$ cat src/rtl/a429_rx_lane.sv
module a429_rx_lane #(
  parameter int FAST_DIV = 1,
  parameter int SLOW_DIV = 8,
  parameter int SPB      = 10,
  parameter int MINRUN   = 3
) (
  input  logic        clk,
  input  logic        rst_n,
  input  logic        rate_slow,
  input  logic        line_hi,
  input  logic        line_lo,
  input  logic        rd_n,
  input  logic        half_sel,
  output logic        rdy_n,
  output logic [15:0] data_out
);
  localparam int GAP = 3 * SPB + 1;
  localparam int NW  = $clog2(GAP + 1);
  localparam int DW  = $clog2(SLOW_DIV + 1);
  localparam int RW  = $clog2(MINRUN + 1);

  logic [DW-1:0] div_cnt;
  logic [DW-1:0] div_lim;
  logic          tick;

  assign div_lim = rate_slow ? DW'(SLOW_DIV - 1) : DW'(FAST_DIV - 1);
  assign tick    = (div_cnt >= div_lim);

  always_ff @(posedge clk or negedge rst_n)
    if (!rst_n) div_cnt <= '0;
    else        div_cnt <= tick ? '0 : div_cnt + 1'b1;

  logic s_one, s_nul, s_err;
  assign s_one = line_hi & ~line_lo;
  assign s_nul = ~line_hi & ~line_lo;
  assign s_err = line_hi & line_lo;

  logic [RW-1:0] run;
  logic          lvl;
  logic [5:0]    bit_cnt;
  logic          skip;
  logic [NW-1:0] null_cnt;
  logic [31:0]   shreg;
  logic [31:0]   hold;
  logic [31:0]   nxt;
  logic          accept, word_done, boundary;

  assign nxt       = {lvl, shreg[31:1]};
  assign accept    = tick && s_nul && (run == RW'(MINRUN)) && !skip && (bit_cnt < 6'd32);
  assign word_done = accept && (bit_cnt == 6'd31);
  assign boundary  = tick && s_nul && (null_cnt == NW'(GAP - 1));

  always_ff @(posedge clk or negedge rst_n) begin
    if (!rst_n) begin
      run      <= '0;
      lvl      <= 1'b0;
      bit_cnt  <= '0;
      skip     <= 1'b0;
      null_cnt <= '0;
      shreg    <= '0;
    end else if (tick) begin
      if (s_err) begin
        run      <= '0;
        skip     <= 1'b1;
        bit_cnt  <= '0;
        null_cnt <= '0;
      end else if (s_nul) begin
        run <= '0;
        if (null_cnt != NW'(GAP)) null_cnt <= null_cnt + 1'b1;
        if (boundary) begin
          bit_cnt <= '0;
          skip    <= 1'b0;
        end else if (accept) begin
          shreg   <= nxt;
          bit_cnt <= bit_cnt + 1'b1;
        end
      end else begin
        null_cnt <= '0;
        if (run != '0 && lvl == s_one) begin
          if (run != RW'(MINRUN)) run <= run + 1'b1;
        end else begin
          run <= RW'(1);
          lvl <= s_one;
        end
      end
    end
  end

  always_ff @(posedge clk or negedge rst_n) begin
    if (!rst_n) begin
      hold  <= '0;
      rdy_n <= 1'b1;
    end else if (word_done) begin
      hold  <= {^nxt, nxt[30:0]};
      rdy_n <= 1'b0;
    end else if (!rd_n && half_sel) begin
      rdy_n <= 1'b1;
    end
  end

  assign data_out = rd_n ? 16'h0000 : (half_sel ? hold[31:16] : hold[15:0]);

  AST_RDY_SET: assert property (@(posedge clk) disable iff (!rst_n)
    word_done |=> !rdy_n);
  AST_RDY_RELEASE: assert property (@(posedge clk) disable iff (!rst_n)
    (!rd_n && half_sel && !word_done) |=> rdy_n);
  AST_ERR_ABORT: assert property (@(posedge clk) disable iff (!rst_n)
    (tick && s_err) |=> (bit_cnt == 6'd0 && skip));
  AST_GAP_CLEAR: assert property (@(posedge clk) disable iff (!rst_n)
    boundary |=> (bit_cnt == 6'd0 && !skip));
  AST_BITCNT_RANGE: assert property (@(posedge clk) disable iff (!rst_n)
    bit_cnt <= 6'd32);
  AST_HOLD_KEEP: assert property (@(posedge clk) disable iff (!rst_n)
    !word_done |=> $stable(hold));
endmodule

$ cat config.mk
export PLATFORM = sky130hd
export DESIGN_NAME = a429_rx_lane
export DESIGN_NICKNAME = d
export VERILOG_FILES = /design/src/rtl/a429_rx_lane.sv
export SDC_FILE = /design/constraint.sdc
export NUM_CORES = 1
export LEC_CHECK = 0
export BUFFER_PORTS_ARGS = -buffer_cell sky130_fd_sc_hd__buf_2
export CORE_ASPECT_RATIO = 2
export CORE_MARGIN = 1
export CORE_UTILIZATION = 55
export CTS_CLUSTER_DIAMETER = 30
export DETAILED_ROUTE_END_ITERATION = 16
export GPL_ROUTABILITY_DRIVEN = 0
export GPL_TIMING_DRIVEN = 0
export PLACE_DENSITY = 0.77
export SYNTH_ARGS = -nofsm -noshare
export SYNTH_HDL_FRONTEND = slang
export SYNTH_SLANG_ARGS = --single-unit
$ cat constraint.sdc
create_clock -name clk -period 2.1 [get_ports clk]
set_input_delay 0.315 -clock clk [delete_from_list [all_inputs] [get_ports clk]]
set_output_delay 0.315 -clock clk [all_outputs]
set_load 0.01 [all_outputs]
Yosys cells after proc, flatten, opt, wreduce, memory -nomap -nowiden
Index checks and enable logic that the tools add are counted.
{ "word_totals": {"ff_bits": 84, "wordCells": 74} }
{ "op_classes": {"n_addsub": 4, "magnitude_cmp": 2, "eq_ne": 8, "n_mux": 20, "bitwise_logic": 9, "reduce_logical": 22} }
{ "ops": {"columns": ["op", "n"], "rows": [
  ["two-way mux 16 bit", 2],
  ["XOR reduction 32 bit", 1],
  ["two-way mux 6 bit", 4],
  ["two-way mux 5 bit", 3],
  ["logical AND 1 bit", 8],
  ["two-way mux 2 bit", 4],
  ["nonzero test 2 bit", 4],
  ["adder 6 x 1 -> 6 bit (second input constant)", 1],
  ["equality test 6 x 5 -> 1 bit (second input constant)", 1],
  ["less-than comparator 6 bit (second input constant)", 1],
  ["NOT 1 bit", 6],
  ["AND reduction 3 bit", 2],
  ["adder 5 x 1 -> 5 bit (second input constant)", 1],
  ["equality test 5 bit (second input constant)", 1],
  ["two-way mux 1 bit", 5],
  ["inequality test 5 bit (second input constant)", 1],
  ["AND reduction 5 bit", 1],
  ["adder 4 x 1 -> 4 bit (second input constant)", 1],
  ["greater-or-equal comparator 4 x 3 -> 1 bit", 1],
  ["two-way mux 4 bit", 1],
  ["inequality test 4 x 3 -> 1 bit (second input constant)", 1],
  ["AND reduction 2 bit", 2],
  ["AND reduction 4 bit", 1],
  ["bitwise AND 1 bit", 3],
  ["8 further kinds", 9]
]} }

Logic depth before layout (Yosys ltp)
Gate-level depths: netlist of the first run.
{ "logic_depth": {"ltp_word": 10, "ltp_mapped": 10, "mapped_depth_nobuf": 8} }

Worst setup path after synthesis of the first run
OpenSTA, ideal clock, no wires.
{ "synth_path": {"kind": "reg-to-reg", "start": "register div_cnt[0]", "end": "register shreg[18]", "setup_ps": 127, "arrival_time_ps": 2023, "t_required_ps": 1973, "slack_ps": -51, "path_stages_with_launch": 10, "synth_period_minus_slack_ps": 2151, "path_cell_list": "dfrtp_1 inv_1 ha_1 nand2b_1 a21o_1 a211o_1 buf_4 nand4_4 buf_6 mux2_1"} }
{ "synth_between": {"elab_chain_len": 6} }
{ "synth_rtl": {"columns": ["item", "line_no", "source"], "rows": [
  ["from (decl)", "22", "logic [DW-1:0] div_cnt;"],
  ["from (signal assigned)", "31", "else div_cnt <= tick ? '0 : div_cnt + 1'b1;"],
  ["greater-or-equal comparator 4 x 3 -> 1 bit (*)", "27", "assign tick = (div_cnt >= div_lim);"],
  ["logical AND 1 bit", "49, 51", null],
  ["logical AND 1 bit (3 in a row)", "49", "assign accept = tick && s_nul && (run == RW'(MINRUN)) && !skip && (bit_cnt < 6'd32);"],
  ["AND reduction 5 bit (no line) (*)", null, null],
  ["to (signal assigned)", "74", "shreg <= nxt;"],
  ["to (decl)", "43", "logic [31:0] shreg;"]
]} }
Mark *: on every way between the ends. The rest lies on a longest branch, timed or not.
A chain may end at the register's enable or synchronous reset.

Worst setup path after layout of the first run
{ "layout_path": {"start": "register div_cnt[0]", "end": "register hold[17]"} }
{ "layout_between": {"elab_chain_len": 6} }
{ "layout_rtl": {"columns": ["item", "line_no", "source"], "rows": [
  ["greater-or-equal comparator 4 x 3 -> 1 bit", "27", null],
  ["logical AND 1 bit (4 in a row)", "49", null],
  ["logical AND 1 bit", "50", "assign word_done = accept && (bit_cnt == 6'd31);"],
  ["to (signal assigned)", "94", "hold <= {^nxt, nxt[30:0]};"],
  ["to (decl)", "44", "logic [31:0] hold;"]
]} }
No other way between the ends.

==> summary.txt, run 1 <==
period utilisation layout: 106%
residual antenna-violating net count after detailed routing: 0
RSZ-0062 raised after global routing: true
core region area: 7270 um^2
count of clock tree sinks: 83
crit path capture: hold[17]$_DFFE_PN0P_
synthesized area per cell: 12.5 um^2
H-tree depth: 3
worst stage delay on the critical path: 350 ps
vertical extent of the die: 124 um
startpoint of the lowest-slack register-to-register path: div_cnt[0]$_DFF_PN0_
area growth from synthesis to layout: 27.0%
Tot GR Track Use: 22.9%
post-route DRC violation count: 0
post-route standard cell area excluding fillers: 5220 um^2
run status: finished with violations
category of the critical setup timing path: register to register
Leak: 2.73 nW
critical path fanouts, max: 5
power density over the cells: 799 nW/um^2
fraction of the core area covered by cells at the end of the flow: 71.8%
WP data arrival: 2450 ps
number of hold-slack violations in the final timing report: 0
MaxCap Viol Count: 0
Routed WL per cell: 18.3 um
EDFF count, synth: 0
TritonCTS Buffers: 9
maximum buffer depth of the clock tree: 2
layout cells sized above 1: 36.0%
post-place instance area: 4360 um^2
Worst path top cell family by delay: compound AO/OA/AOI/OAI gates
worst vdd ir: 0.000801 V
total of fill cells in the finished design: 479
Reg clk slew, reported paths: 60 ps
fraction of post-synthesis cell area in the top cell type by area: 50.0%
worst r2r path cells: 10
final setup fails: 67
Worst-Skew Late Latency: 340 ps
number of slew-limit violations in the final report: 0
Final Skew: 10.8 ps
Routed Wire Length: 8.74 mm
HPWL after detailed placement: 5.45 mm
Die X: 63.1 um
CTS tree: built
library cell contributing the largest single delay on the critical path: dfrtp_1
I/O pin count: 24
total of buffers placed on input and output ports: 21
relative slew slack: 67.4%
number of antenna violations at the first check in global routing: 0
Detailed Routing Iterations Pass 1: 4
first-pass GRT wire length: 13.8 mm
via count of the first global-routing pass: 2839
number of core rows: 44
pin count of the biggest net entering global routing: 66
clock tree root buffer cell: clkbuf_16
Initial Utilization: 56.5%
cell type contributing the most total cell area after synthesis: dfrtp_1
cells taking the most area after synthesis: dfrtp_1 50%, mux2_1 15%, xnor2_1 6.0%
portion of the post-synthesis area used by sequential elements: 50.6%
top_reg_cell synth: dfrtp_1
warning count from the yosys run: 0
worst setup slack for register-to-register paths: -130 ps
type of destination of the critical path: register
total power of the final layout: 4.17 mW
violated checks: negative setup slack
Max Fclk: 448 MHz
number of logic stages on the critical path including buffering: 10
via count normalized by instance count: 5.62
antenna diode count: 0
vias after detailed routing: 2684
critical path startpoint category: register
Critical Path RT: 2320 ps
worst slew pin tran: 489 ps
synthesized instance count: 328
timing startpoint of the critical path: div_cnt[0]$_DFF_PN0_
Hold Worst Slack: 397 ps
setup slack of the critical path after layout: -131 ps
post-synthesis net count: 348
shortest clock period the worst path allows after layout: 2230 ps
ordered list of cells on the worst path: inv_1 > ha_1 > nand2b_4 > a21o_1 > a211o_1 > buf_6 > nand4_4 > buf_12 > buf_8 > mux2_4
worst hold-check path type: input pin to async pin
number of DRC markers in iteration 0: 101
Yosys cell types: 45
r2r endpoint: hold[17]$_DFFE_PN0P_
share of flip-flops with an asynchronous set or reset after synthesis: 100%
NumNets Final: 401
GRT Residual Overflow: 0
Yosys reg bits: 83
summed negative setup slack over all endpoints: -4110 ps
cell area after technology mapping: 4110 um^2
WP buf/inv: 4
floorplan die area: 7840 um^2
## worst min-delay path by stage
stage	startpoint	end	slack (ps)	depth (start not counted)
after floorplan	rst_n	bit_cnt[0]$_DFFE_PN0P_	20	0
after global placement	hold[31]$_DFFE_PN0P_	hold[31]$_DFFE_PN0P_	470	2
after detailed placement	rst_n	hold[24]$_DFFE_PN0P_	210	1
after CTS	rst_n	hold[24]$_DFFE_PN0P_	400	2
after global routing	rst_n	hold[24]$_DFFE_PN0P_	410	2
final	rst_n	div_cnt[0]$_DFF_PN0_	400	2
## routing by layer
metal	global-route usage, %	vias up	wire length (um)
li1	-	1260	-
met1	24.8	1359	3380
met2	41.4	51	4940
met3	5.42	14	195
met4	9.17	0	234
met5	0	-	0
## layout make-up
cell class	instances	area, um^2	area share [%]
plain buffers	15	139	2.66
clock buffers	12	256	4.92
clock inverters	4	72.6	1.39
inverters	11	41.3	0.791
multi-input cells	219	2130	40.8
flip-flops and latches	83	2080	39.8
well taps	92	115	2.21
repair buffers	42	384	7.36
## registers in the layout, summed over array words and instances, names as in the netlist
register	flops
hold	32
shreg	31
bit_cnt	6
null_cnt	5
div_cnt	4
run	2
lvl	1
rdy_n	1
skip	1
## cells by family (layout without fill, tap and decap cells)
| family | after synthesis | after routing | synth area share, % |
|---|---|---|---|
| mux | 80 | 80 | 21.4 |
| xor+xnor | 33 | 33 | 7.04 |
| buf+inv | 26 | 84 | 3.62 |
| flops | 83 | 83 | 50.6 |
| simple gates | 59 | 59 | 7.65 |
| fa+ha+maj | 13 | 13 | 3.96 |
| compound gates | 34 | 34 | 5.70 |
## through the flow
stage	std cells	setup slack (ps)
floorplan	328	26.2
global placement	441	-165
detailed placement	442	-175
CTS	472	-110
global route	478	-203
finish	478	-131
## where the power goes
| part | switching [mW] | internal [mW] | leakage [nW] | total [mW] |
|---|---|---|---|---|
| clock network | 0.611 | 1.10 | 0.159 | 1.71 |
| registers | 0.0866 | 1.69 | 1.14 | 1.77 |
| logic | 0.376 | 0.307 | 1.42 | 0.683 |
## synth_stat cells, drive strengths merged (6+ instances only)
master	n
buf	10
a21oi	6
ha	13
nand2	9
xnor2	28
inv	11
mux2	64
dfrtp	82
o21ai	8
mux2i	16
nor2	24
## layout by cell type, fill, tap and decap left out, types with 7 or more instances in the layout
master,netlist,final
dfrtp_1,82,82
inv_1,11,11
xnor2_1,28,28
mux2i_1,16,16
mux2_4,0,59
clkbuf_16,0,11
ha_1,13,13
nor2_1,24,23
buf_4,1,11
buf_2,2,22
nand2_1,9,8
o21ai_0,8,7
## repair_timing
action,4_1_cts,5_1_grt
pin swaps,1,0
resized for setup,44,34
endpoints found under the hold margin,18,0
setup endpoints to repair,71,75
buffers inserted,11,6
gates cloned,2,2
hold buffers,1,0
(Power assumes the default switching activity.)
==> run 2: changes to the inputs <==
Settings changed: CORE_UTILIZATION 55 to 60, PLACE_DENSITY 0.77 to 0.8.
Clock period 2.1 ns to 2.7 ns, I/O delays scaled along.
==> summary.txt, run 2 (synthesis gave the netlist of run 1 again) <==
Detailed Routing Iterations Pass 1: 4 (unchanged)
WP data arrival: 2560 ps (+110 ps)
post-place instance area: 4350 um^2 (-0.20%)
vias after detailed routing: 2563 (-4.5%)
number of DRC markers in iteration 0: 94 (-6.9%)
worst slew pin tran: 524 ps (+35.2 ps)
summed negative setup slack over all endpoints: 0 ps (+4110 ps)
post-place setup slack: 249 ps (+424 ps)
number of core rows: 42 (-4.5%)
setup slack of the critical path after layout: 345 ps (+476 ps)
combinational cell fraction of total power: 14.8% (-1.6 points)
NumNets Final: 382 (-4.7%)
layout cells sized above 1: 16.4% (-20 points)
GRT Residual Overflow: 0 (unchanged)
post-route DRC violation count: 0 (unchanged)
Routed WL per cell: 16.4 um (-10%)
HPWL after detailed placement: 5.50 mm (+0.83%)
RSZ-0062 raised after global routing: false
I/O pin count: 24 (unchanged)
Die X: 60.5 um (-4.1%)
number of slew-limit violations in the final report: 0 (unchanged)
sequential cell area: 2080 um^2 (unchanged)
period utilisation layout: 87.2% (-19 points)
count of clock tree sinks: 83 (unchanged)
Max Fclk: 425 MHz (-5.2%)
total power of the final layout: 3.03 mW (-27%)
Final Skew: 5.50 ps (-5.27 ps)
core region area: 6620 um^2 (-8.9%)
largest registers: hold x32, shreg x31, bit_cnt x6
antenna diode count: 0 (unchanged)
Reg clk slew, reported paths: 60 ps (about the same)
critical path fanouts, max: 10 (+5)
maximum buffer depth of the clock tree: 2 (unchanged)
post-route standard cell area excluding fillers: 4660 um^2 (-11%)
Initial Utilization: 62.0% (+5.5 points)
power density over the cells: 650 nW/um^2 (-19%)
total of buffers placed on input and output ports: 21 (unchanged)
reported net switching power: 0.775 mW (-28%)
commonest cells after routing, fill and taps aside: 82 x dfrtp_1, 54 x mux2_1, 28 x xnor2_1, 24 x nor2_1, 22 x buf_2
category of the critical setup timing path: register to register
number of antenna violations at the first check in global routing: 0 (unchanged)
area growth from synthesis to layout: 13.4%
proportion of power drawn by the clock network: 39.6% (-1.5 points)
via count of the first global-routing pass: 2661 (-6.3%)
vertical extent of the die: 119 um (-4.2%)
Worst-Skew Late Latency: 330 ps (about the same)
Resize count post-CTS: 0 (-100%)
clock tree root buffer cell: clkbuf_16
final setup fails: 0 (-100%)
MaxCap Viol Count: 0 (unchanged)
H-tree depth: 3 (unchanged)
shortest clock period the worst path allows after layout: 2350 ps (+124 ps)
most common cell after layout, fill and taps aside: dfrtp_1
worst setup slack for register-to-register paths: 350 ps (+480 ps)
share of total power in sequential cells: 45.5% (+3.0 points)
Hold Worst Slack: 485 ps (+88.1 ps)
critical path startpoint category: register
floorplan die area: 7200 um^2 (-8.1%)
flip-flop count of the largest register after layout: 32 (unchanged)
pin count of the biggest net entering global routing: 69 (+4.5%)
placed instance count: 438 (-0.90%)
run status: complete, no violations
type of destination of the critical path: register
share of total power consumed by net switching: 25.6% (-0.14 points)
combined area of the multi-input logic cells: 1880 um^2 (-12%)
CTS tree: built
first-pass GRT wire length: 12.6 mm (-8.3%)
P_int: 2.25 mW (-27%)
TritonCTS Buffers: 9 (unchanged)
total of fill cells in the finished design: 494 (+3.1%)
fraction of the core area covered by cells at the end of the flow: 70.4% (-1.4 points)
worst hold-check path type: input pin to async pin
Tot GR Track Use: 23.9% (+1.0 points)
register containing the most flip-flops in the final layout: hold
residual antenna-violating net count after detailed routing: 0 (unchanged)
via count normalized by instance count: 5.65 (+0.54%)
Leak: 2.39 nW (-12%)
hold_buf cts: 1 (unchanged)
count of buffers added by post-CTS timing repair for setup: 0 (-11)
relative slew slack: 65.1% (-2.3 points)
number of hold-slack violations in the final timing report: 0 (unchanged)
Routed Wire Length: 7.44 mm (-15%)
worst vdd ir: 0.000640 V (-20%)
Critical Path RT: 2910 ps (+590 ps)
Final Non-Filler Cells: 454 (-5.0%)
==> run 2: cell types whose count changed in the layout (fill, tap and decap cells not counted), moves of 2 or more <==
cell / delta
mux2_4: -59
mux2_1: +53
buf_4: -9
mux2_2: +6
buf_12: -5
buf_8: -5
buf_6: +2
clkbuf_16: -2
==> run 2: worst paths after layout <==
check                                startpoint               endpoint  cells past startpoint
setup / recovery           div_cnt[0]$_DFF_PN0_  shreg[27]$_DFFE_PN0P_                      9
hold / removal                            rst_n   hold[24]$_DFFE_PN0P_                      2
setup reg to reg           div_cnt[0]$_DFF_PN0_  shreg[27]$_DFFE_PN0P_                      9
hold reg to reg            hold[11]$_DFFE_PN0P_   hold[11]$_DFFE_PN0P_                      1
max in group asynchronous                 rst_n      rdy_n$_DFFE_PN1P_                      3
min in group clk           hold[11]$_DFFE_PN0P_   hold[11]$_DFFE_PN0P_                      1
==> run 2: area by class of cell <==
cell class | count | area share, %
sequential | 83 | 44.6
clock buffer | 13 | 5.59
clock inverter | 2 | 0.752
buffer | 15 | 2.31
timing repair buffer | 23 | 3.12
inverter | 11 | 0.886
multi-input combinational | 219 | 40.4
tap | 88 | 2.36
==> run 2: power by group through the flow <==
stage | clock, mW | sequential [mW] | combinational (mW)
5_1_grt | 1.27 | 1.39 | 0.502
3_3_place_gp | 0 | 1.40 | 0.419
4_1_cts | 1.23 | 1.38 | 0.452
6_report | 1.20 | 1.38 | 0.449
3_5_place_dp | 0 | 1.40 | 0.449
2_1_floorplan | 0 | 1.38 | 0.330
==> run 2: per-layer routing <==
layer | track usage (%) | wire length, um | share of wire, % | vias up
met5 | 0 | 0 | 0 | -
li1 | - | - | - | 1217
met2 | 43.2 | 4390 | 59 | 29
met4 | 9.09 | 153 | 2.1 | 0
met1 | 25.4 | 2750 | 37 | 1305
met3 | 5.75 | 149 | 2.0 | 12
==> run 2: worst max-delay path, cell delays in order (launching register included) <==
cell and delay, ps:
dfrtp_1 390, inv_1 60, ha_1 260, nand2b_1 140
a21o_1 200, a211o_1 290, buf_4 180, nand4_4 170
buf_6 190, mux2_1 350
==> run 3: changes to the inputs <==
Settings changed: ABC_AREA from default to 1, PLACE_DENSITY 0.8 to 0.79.
==> summary.txt, run 3 <==
floorplan die area: 8050 um^2 (+12%)
combined area of the multi-input logic cells: 2120 um^2 (+13%)
CTS tree: built
area share of and/or/nand/nor cells after synthesis: 26.8% (+19 points)
worst hold-check path type: input pin to async pin
summed negative setup slack over all endpoints: 0 ps (unchanged)
Final Non-Filler Cells: 733 (+61%)
number of antenna violations at the first check in global routing: 0 (unchanged)
vias after detailed routing: 3929 (+53%)
MaxCap Viol Count: 0 (unchanged)
GR met2 Demand/Resource: 54.9% (+12 points)
type of destination of the critical path: register
worst vdd ir: 0.000779 V (+22%)
library cell with the highest instance count after synthesis: nand2_1
antenna diode count: 0 (unchanged)
fraction of post-synthesis cell area in the top cell type by area: 44.6% (-5.4 points)
EDFF count, synth: 0 (unchanged)
total of buffers placed on input and output ports: 22 (+4.8%)
portion of the post-synthesis area used by sequential elements: 45.1% (-5.5 points)
Reg clk slew, reported paths: 60 ps (about the same)
period utilisation layout: 80.3% (-6.9 points)
Max Fclk: 461 MHz (+8.7%)
most common library cells after synthesis: 236 x nand2_1, 82 x dfrtp_1, 68 x inv_1
worst slew pin tran: 557 ps (+33.2 ps)
vertical extent of the die: 126 um (+5.8%)
count of buffers added by post-CTS timing repair for setup: 0 (unchanged)
met1 usage: 28.0% (+2.6 points)
Yosys reg bits: 83 (unchanged)
compound-gate portion of the synthesized area: 12.5% (+6.8 points)
sequential cell area: 2080 um^2 (unchanged)
final setup fails: 0 (unchanged)
Tot GR Track Use: 29.1% (+5.2 points)
count of clock tree sinks: 83 (unchanged)
total of fill cells in the finished design: 569 (+15%)
WP data arrival: 2370 ps (-190 ps)
run status: complete, no violations
GRT Residual Overflow: 0 (unchanged)
Resize count post-CTS: 0 (unchanged)
shortest clock period the worst path allows after layout: 2170 ps (-188 ps)
register containing the most flip-flops in the final layout: hold
first-pass GRT wire length: 17.8 mm (+40%)
synthesized area per cell: 7.65 um^2 (-39%)
xor and xnor fraction of the mapped netlist area: 3.23% (-3.8 points)
met3 usage in global routing: 3.71% (-2.0 points)
RSZ-0062 raised after global routing: false
layout cells sized above 1: 11.9% (-4.5 points)
Final Skew: 5.74 ps (+0.242 ps)
adder-cell area share of the yosys netlist: 3.53% (-0.43 points)
Initial Utilization: 62.9% (+0.85 points)
power density over the cells: 1070 nW/um^2 (+65%)
number of core rows: 44 (+4.8%)
I/O pin count: 24 (unchanged)
critical path fanouts, max: 10 (unchanged)
core region area: 7320 um^2 (+11%)
cells taking the most area after synthesis: dfrtp_1 45%, nand2_1 19%, o21ai_0 5.8%
Die X: 63.9 um (+5.7%)
layer with the highest usage after global routing: met2
HPWL after detailed placement: 8.13 mm (+48%)
mux cell area share after synthesis: 0% (-21 points)
TritonCTS Buffers: 9 (unchanged)
maximum buffer depth of the clock tree: 2 (unchanged)
dominant combinational cell family by area after synthesis: simple AND/OR/NAND/NOR gates
Critical Path RT: 2900 ps (about the same)
cell type contributing the most total cell area after synthesis: dfrtp_1
clock tree root buffer cell: clkbuf_16
warning count from the yosys run: 0 (unchanged)
category of the critical setup timing path: register to register
number of slew-limit violations in the final report: 0 (unchanged)
hold_buf cts: 0 (-1)
Detailed Routing Iterations Pass 1: 4 (unchanged)
pin count of the biggest net entering global routing: 52 (-25%)
relative slew slack: 62.5% (-2.6 points)
Routed WL per cell: 14.4 um (-12%)
top_reg_cell synth: dfrtp_1
post-synthesis net count: 622 (+79%)
area growth from synthesis to layout: 13.0%
Routed Wire Length: 10.6 mm (+42%)
critical path startpoint category: register
flip-flop count of the largest register after layout: 32 (unchanged)
Leak: 2.81 nW (+18%)
most common cell after layout, fill and taps aside: nand2_1
cell area after technology mapping: 4600 um^2 (+12%)
synthesized instance count: 602 (+84%)
post-route DRC violation count: 0 (unchanged)
via count of the first global-routing pass: 4040 (+52%)
H-tree depth: 3 (unchanged)
number of hold-slack violations in the final timing report: 0 (unchanged)
number of DRC markers in iteration 0: 292 (+210%)
Worst-Skew Late Latency: 340 ps (about the same)
Yosys cell types: 31 (-31%)
placed instance count: 717 (+64%)
commonest cells after routing, fill and taps aside: 236 x nand2_1, 82 x dfrtp_1, 68 x inv_1, 53 x o21ai_0, 36 x nor2_1
share of flip-flops with an asynchronous set or reset after synthesis: 100% (unchanged)
largest registers: hold x32, shreg x31, bit_cnt x6
NumNets Final: 656 (+72%)
via count normalized by instance count: 5.36 (-5.1%)
residual antenna-violating net count after detailed routing: 0 (unchanged)
## run 3: final cells by class
cell class	instances	share of cell area, %
plain buffers	21	2.72
clock buffers	11	4.67
clock inverters	5	1.92
inverters	70	5.05
multi-input cells	428	40.8
flip-flops and latches	83	39.9
well taps	92	2.21
repair buffers	23	2.69
## run 3: metrics by stage
step                      cell area [um^2]  setup slack [ps]  power (mW)  util [%]  hold WS, ps
final                                 5200               533        5.58      71.1         12.7
after global routing                  5200               299        6.04      71.1         52.6
after CTS                             5200               501        5.57      71.1         27.2
after detailed placement              4860               434        4.15      66.4          387
after global placement                4830               501        3.99      66.0          472
after floorplan                       4600               869        3.53         -          109
## run 3: where the power goes
| group | internal (mW) | switching [mW] | leakage [nW] |
|---|---|---|---|
| Sequential | 1.51 | 0.282 | 0.932 |
| Clock | 0.926 | 0.483 | 0.169 |
| Combinational | 0.793 | 1.59 | 1.71 |
| Total | 3.22 | 2.35 | 2.81 |
## run 3: cells by family after synthesis
group / Yosys count
buf+inv: 91
xor+xnor: 17
flops: 83
simple gates: 306
fa+ha+maj: 13
compound gates: 92
## run 3: worst max-delay path, stage by stage, from the launching register on
cell	delay (ps)
dfrtp_1	380
inv_1	60
ha_1	270
inv_1	30
nand2_1	70
a21oi_2	70
o21ai_4	270
nand2_2	80
inv_2	80
nand2_4	100
nor2_4	240
buf_2	250
o21ai_0	130
## run 3: worst paths after layout
check                                startpoint              endpoint  cells past startpoint  slack (ps)
max                        div_cnt[0]$_DFF_PN0_  shreg[4]$_DFFE_PN0P_                     12         530
min                                       rst_n  hold[20]$_DFFE_PN0P_                      1          10
max reg2reg                div_cnt[0]$_DFF_PN0_  shreg[4]$_DFFE_PN0P_                     12         530
min reg2reg                hold[13]$_DFFE_PN0P_  hold[13]$_DFFE_PN0P_                      2         480
max in group asynchronous                 rst_n     rdy_n$_DFFE_PN1P_                      2        2020
min in group clk           hold[13]$_DFFE_PN0P_  hold[13]$_DFFE_PN0P_                      2         480
## run 3: layer usage
| layer | vias to the layer above | wire length [um] |
|---|---|---|
| li1 | 1954 | - |
| met1 | 1848 | 3830 |
| met2 | 98 | 5890 |
| met3 | 29 | 324 |
| met4 | 0 | 521 |
| met5 | - | 0 |
